`src/rtl/mmt_pkg.sv`:
```
package mmt_pkg;
  typedef enum logic {
    MODE_PWM  = 1'b0,
    MODE_STEP = 1'b1
  } mode_e;
endpackage

```
`src/rtl/mmt_phase_ctr.sv`:
```
module mmt_phase_ctr #(
  parameter int PERIOD = 100,
  parameter int CW     = 7,
  parameter int INIT   = 0
) (
  input  logic          clk,
  input  logic          rst,
  input  logic          run,
  input  logic          reload,
  output logic [CW-1:0] pos
);
  localparam logic [CW-1:0] LAST  = CW'(PERIOD - 1);
  localparam logic [CW-1:0] START = CW'(INIT);

  always_ff @(posedge clk) begin
    if (rst || reload) begin
      pos <= START;
    end else if (run) begin
      pos <= (pos == LAST) ? '0 : pos + CW'(1);
    end
  end
endmodule

```
`src/rtl/mmt_seq_table.sv`:
```
module mmt_seq_table #(
  parameter int AW = 4,
  parameter int DW = 40
) (
  input  logic          clk,
  input  logic          we,
  input  logic [AW-1:0] waddr,
  input  logic [DW-1:0] wdata,
  input  logic          re,
  input  logic [AW-1:0] raddr,
  output logic [DW-1:0] rdata
);
  localparam int DEPTH = 1 << AW;

  logic [DW-1:0] mem [DEPTH];

  always_ff @(posedge clk) begin
    if (we) begin
      mem[waddr] <= wdata;
    end
  end

  always_ff @(posedge clk) begin
    if (re) begin
      rdata <= mem[raddr];
    end
  end
endmodule

```
`src/rtl/mmt_sequencer.sv`:
```
module mmt_sequencer
  import mmt_pkg::*;
#(
  parameter int PERIOD = 100,
  parameter int CW     = 7,
  parameter int LW     = 2,
  parameter int TW     = 8
) (
  input  logic            clk,
  input  logic            rst,
  input  logic            req_valid,
  output logic            req_ready,
  input  logic [LW-1:0]   req_level,
  input  logic [CW-1:0]   pos0,
  input  logic [TW-1:0]   step_len,
  output mode_e           mode,
  output logic [LW-1:0]   cur_lvl,
  output logic [TW-1:0]   step_cyc,
  output logic            rd_en,
  output logic [2*LW-1:0] rd_addr,
  output logic            ctr_run,
  output logic            ctr_reload
);
  localparam logic [CW-1:0] LAST = CW'(PERIOD - 1);

  logic          hold_v;
  logic [LW-1:0] hold_lvl;
  logic          boundary, decide, change, step_done, accept;

  assign req_ready  = !hold_v;
  assign accept     = req_valid && req_ready;
  assign boundary   = (pos0 == LAST);
  assign decide     = (mode == MODE_PWM) && hold_v && boundary;
  assign change     = decide && (hold_lvl != cur_lvl);
  assign rd_en      = change;
  assign rd_addr    = {cur_lvl, hold_lvl};
  assign step_done  = (mode == MODE_STEP) &&
                      ((TW+1)'(step_cyc) + (TW+1)'(1) >= (TW+1)'(step_len));
  assign ctr_run    = (mode == MODE_PWM);
  assign ctr_reload = step_done;

  always_ff @(posedge clk) begin
    if (rst) begin
      hold_v   <= 1'b0;
      hold_lvl <= '0;
    end else if (decide) begin
      hold_v   <= 1'b0;
    end else if (accept) begin
      hold_v   <= 1'b1;
      hold_lvl <= req_level;
    end
  end

  always_ff @(posedge clk) begin
    if (rst) begin
      mode     <= MODE_PWM;
      cur_lvl  <= '0;
      step_cyc <= '0;
    end else if (change) begin
      mode     <= MODE_STEP;
      cur_lvl  <= hold_lvl;
      step_cyc <= '0;
    end else if (step_done) begin
      mode     <= MODE_PWM;
      step_cyc <= '0;
    end else if (mode == MODE_STEP) begin
      step_cyc <= step_cyc + TW'(1);
    end
  end
endmodule

```
`src/rtl/mphase_mintime_pwm.sv`:
```
module mphase_mintime_pwm
  import mmt_pkg::*;
#(
  parameter int PERIOD = 100,
  parameter int NPH    = 4,
  parameter int TW     = 8
) (
  input  logic                 clk,
  input  logic                 rst,
  input  logic                 req_valid,
  output logic                 req_ready,
  input  logic [$clog2(NPH)-1:0] req_level,
  input  logic                 tbl_we,
  input  logic [2*$clog2(NPH)-1:0] tbl_addr,
  input  logic [(NPH+1)*TW-1:0] tbl_wdata,
  output logic [NPH-1:0]       gate,
  output logic                 busy
);
  localparam int LW   = $clog2(NPH);
  localparam int AW   = 2 * LW;
  localparam int DW   = (NPH + 1) * TW;
  localparam int CW   = $clog2(PERIOD + 1);
  localparam int SLOT = PERIOD / NPH;

  mode_e           mode;
  logic [LW-1:0]   cur_lvl;
  logic [TW-1:0]   step_cyc;
  logic            rd_en, ctr_run, ctr_reload;
  logic [AW-1:0]   rd_addr;
  logic [DW-1:0]   rd_word;
  logic [CW-1:0]   pos [NPH];
  logic [CW-1:0]   pos0;
  logic [CW-1:0]   on_len;

  assign pos0   = pos[0];
  assign on_len = CW'((32'(cur_lvl) + 1) * SLOT);
  assign busy   = (mode == MODE_STEP);

  mmt_sequencer #(.PERIOD(PERIOD), .CW(CW), .LW(LW), .TW(TW)) u_seq (
    .clk        (clk),
    .rst        (rst),
    .req_valid  (req_valid),
    .req_ready  (req_ready),
    .req_level  (req_level),
    .pos0       (pos0),
    .step_len   (rd_word[NPH*TW +: TW]),
    .mode       (mode),
    .cur_lvl    (cur_lvl),
    .step_cyc   (step_cyc),
    .rd_en      (rd_en),
    .rd_addr    (rd_addr),
    .ctr_run    (ctr_run),
    .ctr_reload (ctr_reload)
  );

  mmt_seq_table #(.AW(AW), .DW(DW)) u_tbl (
    .clk   (clk),
    .we    (tbl_we),
    .waddr (tbl_addr),
    .wdata (tbl_wdata),
    .re    (rd_en),
    .raddr (rd_addr),
    .rdata (rd_word)
  );

  for (genvar k = 0; k < NPH; k++) begin : g_phase
    mmt_phase_ctr #(
      .PERIOD (PERIOD),
      .CW     (CW),
      .INIT   ((PERIOD - k * SLOT) % PERIOD)
    ) u_ctr (
      .clk    (clk),
      .rst    (rst),
      .run    (ctr_run),
      .reload (ctr_reload),
      .pos    (pos[k])
    );

    assign gate[k] = busy ? (step_cyc < rd_word[k*TW +: TW])
                          : (pos[k] < on_len);
  end
endmodule

```
`config.mk`:
```
export PLATFORM = sky130hd
export DESIGN_NAME = mphase_mintime_pwm
export DESIGN_NICKNAME = d
export VERILOG_FILES = /design/src/rtl/mmt_pkg.sv /design/src/rtl/mmt_phase_ctr.sv /design/src/rtl/mmt_seq_table.sv /design/src/rtl/mmt_sequencer.sv /design/src/rtl/mphase_mintime_pwm.sv
export SDC_FILE = /design/constraint.sdc
export NUM_CORES = 1
export LEC_CHECK = 0
export ABC_CLOCK_PERIOD_IN_PS = 7800
export BUFFER_PORTS_ARGS = -buffer_cell sky130_fd_sc_hd__buf_2
export CAP_MARGIN = 20
export CORE_MARGIN = 2
export CORE_UTILIZATION = 61
export CTS_CLUSTER_DIAMETER = 200
export DETAILED_ROUTE_END_ITERATION = 8
export PLACE_DENSITY = 0.78
export SLEW_MARGIN = 25
export SYNTH_ARGS = -nofsm -noshare
export SYNTH_HDL_FRONTEND = slang
export SYNTH_SLANG_ARGS = --single-unit
```
`constraint.sdc`:
```
create_clock -name clk -period 7.8 [get_ports clk]
set_input_delay 1.56 -clock clk [delete_from_list [all_inputs] [get_ports clk]]
set_output_delay 1.56 -clock clk [all_outputs]
set_load 0.005 [all_outputs]
```
==> results.py <==
metrics = {
    "outcome": {
        "status": "completed",
    },
    "die": {
        "die_w_um": 222,
        "ioPinCount": 56,
        "core_area_um2": 46800,
        "die-area_um2": 49400,
        "start_util_pct": 62.1,
        "rows": 79,
        "die_h_um": 222,
    },
    "timing": {
        "hold_viol": 0,
        "setup_violations": 0,
        "fmax_mhz": 195,
        "rsz0062_at_grt": "false",
        "worstMarginPinSlew_ns": 0.937,
        "tns_ns": 0,
        "skew_ns": 0.0209,
        "fin_crit_sh_pct": 65.6,
        "layout_min_cycle_time_ns": 5.12,
        "slew_violations": 0,
        "maxSlewHeadroom_pct": 37.5,
    },
    "layout": {
        "instances_no_fill": 2147,
        "nets": 1605,
        "post-route-util_pct": 69.0,
        "final_common_cell": "edfxtp_1",
        "mostFrequentLayoutCells": "edfxtp_1, mux4_2, clkbuf_16",
        "drive_gt1_share_pct": 26.1,
        "stdcell_area_um2": 32300,
        "area_growth_pct": 11.1,
    },
    "run": {
        "maxCapViolCount": 0,
    },
    "critical_path": {
        "crit_buf_inv": 2,
        "cpMostUsedCell": "ha_1",
        "critPathMaxStageDelay_ns": 0.67,
        "crit_path_end_kind": "primary output",
        "r2r_start": "u_seq.step_cyc[1]",
        "path_class": "flop to primary output",
        "path_max_fanout": 44,
        "crit_arrival_ns": 3.56,
        "required_ns": 6.24,
        "cp-start-kind": "flop",
        "crit_path_top_delay_cell": "buf_4",
        "startpoint": "u_seq.cur_lvl[1]",
        "worstPathCellList": "buf_4 -> ha_1 -> xnor2_1 -> ha_1 -> a21o_1 -> a21oi_1 -> a21boi_0 -> o31ai_1 -> buf_2",
        "cp_top_family": "buffers and inverters",
    },
    "power": {
        "leakagePower_nw": 10.5,
        "vdd_ir_drop_max_v": 0.000199,
        "power_density_nw_per_um2": 247,
        "finalPower_mw": 7.96,
    },
    "clocking": {
        "holdBufCountCts": 0,
        "cts.clk_slew.worst_paths_ns": 0.06,
        "cts_sinks": 722,
        "cts_tree": "built",
        "clock_latency_ns": 0.61,
        "clockRootBuffer": "clkbuf_16",
        "cts_made_buffers": 71,
        "clockBufferDepth": 3,
        "post-cts-setup-buffer-count": 0,
        "htreeDepth": 3,
        "cts_resized": 0,
    },
    "yosys": {
        "yosys.cell_types.count": 50,
        "async_flop_share_pct": 0,
        "yosysWarningCount": 0,
        "synth_area_um2": 29000,
        "yosys-top-cells-area": "edfxtp_1, mux4_2, dfxtp_1",
        "synth_top_area_share_pct": 70.3,
        "synth_area_leader_cell": "edfxtp_1",
        "ys_ff_latch": 722,
        "yosys_most_used_dff": "edfxtp_1",
        "synth_cells": 1401,
        "synth_nets": 1518,
        "synth-edff-count": 680,
        "avgSynthCellArea_um2": 20.7,
        "ys_seq_area_share_pct": 73.2,
    },
    "global_route": {
        "grt_pass1_wl_um": 93900,
        "grt_pass1_vias": 14700,
        "grt_usage_pct": 26.4,
        "grt-ovfl-total": 0,
        "antenna_found_initial": 4,
        "grt_max_degree": 58,
    },
    "detailed_routing": {
        "detail_route.first_pass.iterations": 5,
        "vias": 14300,
        "drc": 0,
        "post_drt_wl_per_cell_um": 29.4,
        "wirelength_um": 63100,
        "drt_iter0_markers": 1756,
        "via_per_inst": 6.67,
        "drt.antenna.violating_nets": 0,
    },
    "min_path": {
        "hp-class": "flop to flop",
        "min_from": "g_phase[2].u_ctr.pos[0]",
    },
    "placement": {
        "io_buffer_count": 55,
        "gp_congestion": 0.808,
        "dp_hpwl_um": 29500,
        "dp_cells": 2021,
        "placement.cell_area_um2": 30100,
    },
}
[metal layers]
metal / vias to the layer above / part of all wire (%) / GRT usage, %
li1: 6001 / - / -
met1: 7517 / 39 / 38.0
met2: 700 / 50 / 42.1
met3: 100 / 8.3 / 5.16
met4: 6 / 2.0 / 7.30
met5: - / 0.056 / 0
[registers in the layout, summed over array words and instances, names as in the netlist]
| register | flops |
|---|---|
| g_phase.u_ctr.pos | 28 |
| u_seq.cur_lvl | 2 |
| u_seq.hold_lvl | 2 |
| u_seq.hold_v | 1 |
| u_seq.mode | 1 |
| u_seq.step_cyc | 8 |
| u_tbl.mem | 640 |
| u_tbl.rdata | 40 |
[synthesized netlist by cell type (20+ instances only)]
cell type	n
dfxtp_1	42
nand2b_1	22
ha_1	67
inv_1	38
edfxtp_1	680
xnor2_1	20
mux4_2	200
nand4_1	21
clkbuf_1	40
nor2_1	43
a21oi_1	25
[path summary, 6_finish.rpt]
path	depth (start not counted)	slack, ns	end
worst min register to register	2	0.55	g_phase[2].u_ctr.pos[0]
worst min-delay path	2	0.55	g_phase[2].u_ctr.pos[0]
worst max register to register	11	4.15	g_phase[1].u_ctr.pos[0]
worst max-delay path	9	2.68	gate[3]
[power breakdown]
part / switching [mW] / internal [mW] / leakage, nW / total (mW)
clock: 1.38 / 1.85 / 1.06 / 3.23
combinational: 0.188 / 0.170 / 2.98 / 0.358
sequential: 0.0514 / 4.32 / 6.49 / 4.37
total: 1.62 / 6.34 / 10.5 / 7.96
[kinds of logic after synthesis]
group                      Yosys count  synth area share [%]
adders and majority gates           67                  2.89
and+or+nand+nor                    168                  3.19
DFF                                722                  73.2
buffers and inverters              108                  1.71
AOI/OAI and AO/OA                  109                  2.66
muxes                              202                  15.6
xor gates and xnor gates            25                 0.754
[worst reg2reg max path: stages, from the launching register on]
cell	delay (ns)
dfxtp_1	0.56
ha_1	0.31
nand3_1	0.22
nor2_1	0.27
xor2_1	0.20
ha_1	0.27
and3_1	0.18
a221oi_1	0.27
o31a_1	0.49
buf_4	0.36
nand3b_1	0.11
a211o_1	0.30
[stage by stage]
| stage | worst slack (ns) | hold slack (ns) |
|---|---|---|
| final | 2.68 | 0.555 |
| after global routing | 2.42 | 0.591 |
| after CTS | 2.63 | 0.554 |
| after detailed placement | 3.28 | 0.533 |
| after global placement | 3.25 | 0.534 |
| after floorplan | 2.50 | 0.510 |
[layout make-up]
class / count / area, µm²
flip-flops and latches: 722 / 21300
fillers: 2770 / 14500
multi-input cells: 571 / 7400
clock buffers: 91 / 1940
well taps: 607 / 759
repair buffers: 83 / 509
clock inverters: 33 / 239
inverters: 39 / 148
diodes: 1 / 2.50
No activity file was read; power rests on OpenSTA's default activity.
